--- src/rtl/sgram_trk_pkg.sv ---
package sgram_trk_pkg;

    typedef enum logic [3:0] {
        C_DESEL  = 4'd0,
        C_NOP    = 4'd1,
        C_ACT    = 4'd2,
        C_ACTWPB = 4'd3,
        C_READ   = 4'd4,
        C_WRITE  = 4'd5,
        C_BLKWR  = 4'd6,
        C_PRE    = 4'd7,
        C_TERM   = 4'd8,
        C_REFA   = 4'd9,
        C_REFS   = 4'd10,
        C_MRS    = 4'd11,
        C_SRS    = 4'd12,
        C_UNDEF  = 4'd15
    } cmd_e;

    typedef enum logic [2:0] {
        B_IDLE   = 3'd0,
        B_ACTIVE = 3'd1,
        B_RD     = 3'd2,
        B_WR     = 3'd3,
        B_RDA    = 3'd4,
        B_WRA    = 3'd5
    } bank_e;

    typedef enum logic [3:0] {
        A_NONE      = 4'd0,
        A_OPEN      = 4'd1,
        A_READ      = 4'd2,
        A_WRITE     = 4'd3,
        A_BLOCK     = 4'd4,
        A_PRE       = 4'd5,
        A_PRE_ALL   = 4'd6,
        A_TERM      = 4'd7,
        A_REFRESH   = 4'd8,
        A_SREF_IN   = 4'd9,
        A_SREF_STAY = 4'd10,
        A_SREF_OUT  = 4'd11,
        A_REG_SET   = 4'd12,
        A_REJECT    = 4'd15
    } act_e;

endpackage

--- src/rtl/sgram_cmd_decode.sv ---
module sgram_cmd_decode
    import sgram_trk_pkg::*;
(
    input  logic cs_n,
    input  logic ras_n,
    input  logic cas_n,
    input  logic we_n,
    input  logic dsf,
    input  logic cke,
    output cmd_e cmd
);
    always_comb begin
        if (cs_n) begin
            cmd = C_DESEL;
        end else begin
            case ({ras_n, cas_n, we_n, dsf})
                4'b0110: cmd = C_ACT;
                4'b0111: cmd = C_ACTWPB;
                4'b1010: cmd = C_READ;
                4'b1000: cmd = C_WRITE;
                4'b1001: cmd = C_BLKWR;
                4'b0100: cmd = C_PRE;
                4'b1100: cmd = C_TERM;
                4'b1110: cmd = C_NOP;
                4'b1111: cmd = C_NOP;
                4'b0010: cmd = cke ? C_REFA : C_REFS;
                4'b0000: cmd = C_MRS;
                4'b0001: cmd = C_SRS;
                default: cmd = C_UNDEF;
            endcase
        end
    end
endmodule

--- src/rtl/sgram_bank_fsm.sv ---
module sgram_bank_fsm
    import sgram_trk_pkg::*;
(
    input  bank_e st,
    input  logic  sel,
    input  cmd_e  cmd,
    input  logic  ap,
    input  logic  ok,
    input  logic  burst_end,
    output bank_e st_next
);
    logic hit;

    always_comb begin
        st_next = st;
        hit     = 1'b0;
        if (ok) begin
            case (cmd)
                C_ACT, C_ACTWPB: if (sel) begin
                    st_next = B_ACTIVE;
                    hit     = 1'b1;
                end
                C_READ: if (sel) begin
                    st_next = ap ? B_RDA : B_RD;
                    hit     = 1'b1;
                end
                C_WRITE, C_BLKWR: if (sel) begin
                    st_next = ap ? B_WRA : B_WR;
                    hit     = 1'b1;
                end
                C_PRE: if (sel || ap) begin
                    st_next = B_IDLE;
                    hit     = 1'b1;
                end
                C_TERM: if (st == B_RD || st == B_WR) begin
                    st_next = B_ACTIVE;
                    hit     = 1'b1;
                end
                default: ;
            endcase
        end
        if (!hit && burst_end) begin
            case (st)
                B_RD, B_WR:   st_next = B_ACTIVE;
                B_RDA, B_WRA: st_next = B_IDLE;
                default:      ;
            endcase
        end
    end
endmodule

--- src/rtl/sgram_cmd_tracker.sv ---
module sgram_cmd_tracker
    import sgram_trk_pkg::*;
#(
    parameter int NUM_BANKS = 2,
    parameter int BLACKOUT  = 2,
    localparam int BANK_W   = (NUM_BANKS > 1) ? $clog2(NUM_BANKS) : 1,
    localparam int ST_W     = 3
) (
    input  logic                      clk,
    input  logic                      rst,
    input  logic                      cke,
    input  logic                      cs_n,
    input  logic                      ras_n,
    input  logic                      cas_n,
    input  logic                      we_n,
    input  logic                      dsf,
    input  logic [BANK_W-1:0]         ba,
    input  logic                      ap,
    input  logic [NUM_BANKS-1:0]      burst_end,
    output logic [3:0]                cmd_o,
    output logic [3:0]                action_o,
    output logic                      illegal_o,
    output logic [NUM_BANKS*ST_W-1:0] bank_state_o,
    output logic [NUM_BANKS-1:0]      wpb_o,
    output logic                      self_ref_o
);
    localparam int CNT_W = $clog2(BLACKOUT + 1);

    typedef struct packed {
        cmd_e                    cmd;
        act_e                    act;
        logic                    ill;
        logic                    sref;
        logic [CNT_W-1:0]        blk;
        logic [NUM_BANKS-1:0]    wpb;
        bank_e [NUM_BANKS-1:0]   st;
    } trk_s;

    typedef struct packed {
        logic                    ok;
        act_e                    act;
        logic                    ill;
        logic                    sref;
        logic [CNT_W-1:0]        blk;
        logic [NUM_BANKS-1:0]    wpb;
    } ctl_s;

    trk_s  r_q, r_d;
    ctl_s  ctl_d;
    cmd_e  cmd;
    bank_e tgt;
    bank_e nxt [NUM_BANKS];
    logic  all_idle, any_ap, quiet;

    sgram_cmd_decode u_dec (
        .cs_n(cs_n), .ras_n(ras_n), .cas_n(cas_n), .we_n(we_n),
        .dsf(dsf), .cke(cke), .cmd(cmd)
    );

    for (genvar b = 0; b < NUM_BANKS; b++) begin : g_bank
        sgram_bank_fsm u_fsm (
            .st(r_q.st[b]),
            .sel(ba == BANK_W'(b)),
            .cmd(cmd),
            .ap(ap),
            .ok(ctl_d.ok),
            .burst_end(burst_end[b]),
            .st_next(nxt[b])
        );
        assign bank_state_o[b*ST_W +: ST_W] = r_q.st[b];
    end

    always_comb begin
        all_idle = 1'b1;
        any_ap   = 1'b0;
        for (int b = 0; b < NUM_BANKS; b++) begin
            if (r_q.st[b] != B_IDLE) all_idle = 1'b0;
            if (r_q.st[b] == B_RDA || r_q.st[b] == B_WRA) any_ap = 1'b1;
        end
    end

    assign tgt   = r_q.st[ba];
    assign quiet = (cmd == C_DESEL) || (cmd == C_NOP);

    // Legality and side effects of the command at this edge
    always_comb begin
        ctl_d.ok   = 1'b0;
        ctl_d.act  = A_NONE;
        ctl_d.ill  = 1'b0;
        ctl_d.sref = r_q.sref;
        ctl_d.blk  = r_q.blk;
        ctl_d.wpb  = r_q.wpb;
        if (r_q.sref) begin
            ctl_d.act = cke ? A_SREF_OUT : A_SREF_STAY;
            if (cke) ctl_d.sref = 1'b0;
        end else if (r_q.blk != '0) begin
            ctl_d.blk = r_q.blk - 1'b1;
            if (!quiet) begin
                ctl_d.ill = 1'b1;
                ctl_d.act = A_REJECT;
            end
        end else begin
            case (cmd)
                C_ACT, C_ACTWPB: begin
                    ctl_d.ok  = (tgt == B_IDLE);
                    ctl_d.act = A_OPEN;
                    if (ctl_d.ok) ctl_d.wpb[ba] = (cmd == C_ACTWPB);
                end
                C_READ, C_WRITE, C_BLKWR: begin
                    ctl_d.ok  = (tgt == B_ACTIVE) || (tgt == B_RD) || (tgt == B_WR);
                    ctl_d.act = (cmd == C_READ)  ? A_READ :
                                (cmd == C_WRITE) ? A_WRITE : A_BLOCK;
                end
                C_PRE: begin
                    ctl_d.ok  = ap ? !any_ap : !(tgt == B_RDA || tgt == B_WRA);
                    ctl_d.act = ap ? A_PRE_ALL : A_PRE;
                end
                C_TERM: begin
                    ctl_d.ok  = !any_ap && !all_idle;
                    ctl_d.act = A_TERM;
                end
                C_REFA: begin
                    ctl_d.ok  = all_idle;
                    ctl_d.act = A_REFRESH;
                end
                C_REFS: begin
                    ctl_d.ok   = all_idle;
                    ctl_d.act  = A_SREF_IN;
                    ctl_d.sref = all_idle;
                end
                C_MRS, C_SRS: begin
                    ctl_d.ok  = all_idle;
                    ctl_d.act = A_REG_SET;
                    if (all_idle) ctl_d.blk = CNT_W'(BLACKOUT);
                end
                default: ctl_d.ok = 1'b0;
            endcase
            if (!ctl_d.ok && !quiet) begin
                ctl_d.ill = 1'b1;
                ctl_d.act = A_REJECT;
            end
        end
    end

    always_comb begin
        r_d.cmd  = cmd;
        r_d.act  = ctl_d.act;
        r_d.ill  = ctl_d.ill;
        r_d.sref = ctl_d.sref;
        r_d.blk  = ctl_d.blk;
        r_d.wpb  = ctl_d.wpb;
        for (int b = 0; b < NUM_BANKS; b++) r_d.st[b] = nxt[b];
    end

    always_ff @(posedge clk) begin
        if (rst) r_q <= '0;
        else     r_q <= r_d;
    end

    assign cmd_o      = r_q.cmd;
    assign action_o   = r_q.act;
    assign illegal_o  = r_q.ill;
    assign wpb_o      = r_q.wpb;
    assign self_ref_o = r_q.sref;

endmodule

--- config.mk ---
export PLATFORM = sky130hd
export DESIGN_NAME = sgram_cmd_tracker
export DESIGN_NICKNAME = d
export VERILOG_FILES = /design/src/rtl/sgram_trk_pkg.sv /design/src/rtl/sgram_cmd_decode.sv /design/src/rtl/sgram_bank_fsm.sv /design/src/rtl/sgram_cmd_tracker.sv
export SDC_FILE = /design/constraint.sdc
export NUM_CORES = 1
export LEC_CHECK = 0
export CORE_ASPECT_RATIO = 1.4
export CORE_UTILIZATION = 55
export DETAILED_ROUTE_END_ITERATION = 16
export GPL_TIMING_DRIVEN = 0
export PLACE_DENSITY = 0.83
export REMOVE_ABC_BUFFERS = 1
export SLEW_MARGIN = 20
export SYNTH_ARGS = -nofsm -noshare
export SYNTH_HDL_FRONTEND = slang
export SYNTH_SLANG_ARGS = --single-unit
--- constraint.sdc ---
create_clock -name clk -period 6.6 [get_ports clk]
set_input_delay 1.65 -clock clk [delete_from_list [all_inputs] [get_ports clk]]
set_output_delay 1.65 -clock clk [all_outputs]
set_load 0.05 [all_outputs]
==> metrics.md <==
| Metric | Value |
|---|---|
| Psw | about 120 µW |
| Top cells by count, synth | 24 x nor2_1, 20 x dfxtp_1, 17 x nand2_1 |
| Io pins | 30 |
| Die Wd | just under 50 µm |
| Fin Setup TNS | 0 ps |
| Part of the cycle the worst path needs | 0.660 |
| Sequential share of the synthesized area | 0.230 |
| Share of cells above drive strength 1 | 0.119 |
| Yosys warning total | 0 |
| Sw frac | 0.362 |
| Largest family of logic cells by synthesized area | simple AND/OR/NAND/NOR gates |
| Startpoint types | input pin |
| Total grt overflow | 0 |
| Vias in the first global route | 1,533 |
| Hold_buf cts | 0 |
| Reg2reg start | bank_state_o[4]$_SDFF_PP0_ |
| Antenna diodes | 0 |
| Final worst setup slack | about 2200 ps |
| Die height | approximately 69 µm |
| Largest net degree at the start of global routing | 23 |
| Crit end category | flip-flop |
| Port buffer count | 29 |
| Synth Area in Adders | 0.0359 |
| Post-Syn Area per Cell | around 7.8 µm² |
| Post-Syn Area | 1740 µm² |
| Hold WC Path Type | reg -> reg |
| Count leader, synth | nor2_1 |
| Net count, final | between 200 and 250 |
| FP Rows | 23 |
| Root Driver | clkbuf_8 |
| WL per Instance | ~15 µm |
| Dominant synthesized flop cell | dfxtp_1 |
| Synth unique cells | 61 |
| Post-DP HPWL | around 2.9 mm |
| Xor/xnor share of the synthesized area | 0 |
| Worst vdd ir | approximately 0.00013 V |
| Routed WL | roughly 4.0 mm |
| Compound-gate portion of the synthesized area | 0.261 |
| Register bit total from synthesis | 20 |
| Clk slew on worst S/H paths | 80 ps |
| CTS Sinks | 20 |
| Fmax | between 0.2 and 0.25 GHz |
| Fraction of registers with async set/reset | 0 |
| Global-route wire length before repair | between 6 and 7 mm |
| Slew HR | 0.413 |
| Initial antenna violation count | 0 |
| Clock power share | 0.236 |
| Combinational group share of total power | 0.371 |
| Tmin final | between 4000 and 5000 ps |
| Worst Tran Pin Value | a little under 900 ps |
| All-Layer GR Usage | 0.257 |
| CP Class | in -> reg |
| Clock Tree Buf Depth | 2 |
| Critical Path RT | approximately 6800 ps |
| Status | finished clean |
| H-tree depth | 1 |
| Unrepaired setup endpoints after global routing | false |
| Core area | between 2000 and 3000 µm² |
| Initial Utilization | 0.594 |
| DR vias | between 1,500 and 2,000 |
| Post-synth EDFFs | 0 |
| Pwr Density | 181 nW/µm² |
| Post-CTS setup buffer count | 0 |
| CTS tree | done |
| Post-placement setup slack | 2030 ps |
| Sequential Power Share | 0.393 |
| Final setup viols | 0 |
| Simple-gate area share of the yosys netlist | 0.287 |
| Max Cap Viol | 0 |
| CTS resizes | 0 |
| Post-route ant nets | 0 |
| Leakage | roughly 0.7 nW |
| Worst skew pair latency | 250 ps |
| Top cells by area, synth | dfxtp_1 23%, buf_4 6.9%, nor2_1 5.2% |
| GPL Wtd Cong | 0.899 |
| Final hold vios | 0 |
| Syn Inst Count | 223 |
| Worst Clk Skew | 3.13 ps |
| Cell taking the most area after synthesis | dfxtp_1 |
| Critical path arrival | 4510 ps |
| Worst-case hold slack | 502 ps |
| Share of the synthesized area in the top cell type | 0.230 |
| Internal | 219 µW |
| Max Fanout on Critical Path | 22 |
| DR iter-0 viols | 63 |
| Die area | 3400 µm² |
| Drt via density | roughly 6.2 |
| Total CTS buffers | 3 |
| Max-slew violations | 0 |
| Count of TritonRoute iterations in the first routing pass | 4 |
| Hold path start | wpb_o[0]$_SDFFE_PP0P_ |
| Post-layout util | 0.648 |
| DRC | 0 |
| Mux share of post-synthesis cell area | 0.0424 |
| Worst setup path start | we_n |
| Layout area overhead | 9.19% |
-- worst max-delay path, stage by stage --
cell             delay (ps)
clkdlybuf4s50_1         770
or3_1                   530
or4_4                   500
a41o_4                  300
a211oi_4                350
a21oi_2                 110
o41ai_2                 300
-- cell type report --
| cell class | instances | area, µm² |
|---|---|---|
| clock buffer | 3 | 41.3 |
| fill | 294 | 1030 |
| inverter | 9 | 33.8 |
| multi-input combinational | 165 | 1090 |
| sequential | 20 | 400 |
| tap | 37 | 46.3 |
| timing repair buffer | 29 | 290 |
-- per-stage QoR --
step	power, mW	cell area [µm²]	std cells
6_report	0.344	1900	263
5_1_grt	0.361	1900	263
4_1_cts	0.345	1900	263
3_5_place_dp	0.263	1860	260
3_3_place_gp	0.261	1860	260
2_1_floorplan	0.222	1530	194
-- sequential cells by signal, indices dropped and copies added, names as in the netlist --
name	flops
cmd_o	4
bank_state_o	6
action_o	4
illegal_o	1
self_ref_o	1
wpb_o	2
r_q	2
-- kinds of logic (layout without fill, tap and decap cells) --
| logic type | after synthesis | in the layout |
|---|---|---|
| multiplexers | 7 | 7 |
| buffers and inverters | 38 | 41 |
| AND/OR/NAND/NOR | 92 | 92 |
| AO/OA/AOI/OAI | 61 | 61 |
| flip-flops | 20 | 20 |
| adder cells (fa/ha/maj) | 5 | 5 |
-- metal layers --
metal,wire length (µm),track usage
met5,0,0
met1,1700,0.301
met2,2040,0.453
met3,204,0.0351
met4,81,0.143
-- final timing paths --
check,endpoint,slack [ps],cells after the start
worst max register to register,bank_state_o[3]$_SDFF_PP0_,3730,8
worst min register to register,wpb_o[0]$_SDFFE_PP0P_,500,2
worst max-delay path,bank_state_o[3]$_SDFF_PP0_,2250,7
worst min-delay path,wpb_o[0]$_SDFFE_PP0P_,500,2
-- power groups by stage --
stage / Combinational (mW) / Clock (mW) / Sequential (mW)
global route: 0.136 / 0.0888 / 0.136
global placement: 0.123 / 0 / 0.138
CTS: 0.127 / 0.0834 / 0.135
floorplan: 0.0667 / 0 / 0.155
detailed placement: 0.126 / 0 / 0.138
finish: 0.127 / 0.0810 / 0.135
-- layout by cell type (no fill, tap or decap), drive strengths merged, types with 4 or more instances in the layout --
| master | count |
|---|---|
| mux2i | 4 |
| a21oi | 14 |
| nor3 | 6 |
| nor2b | 4 |
| o21ai | 12 |
| inv | 9 |
| ha | 5 |
| dfxtp | 20 |
| nand2b | 7 |
| clkdlybuf4s50 | 29 |
| and3 | 4 |
| nand2 | 17 |
| nand4 | 4 |
| nand3 | 4 |
| nor2 | 24 |
| a211oi | 6 |
| a21o | 5 |
Power figures use the tool's default switching activity.
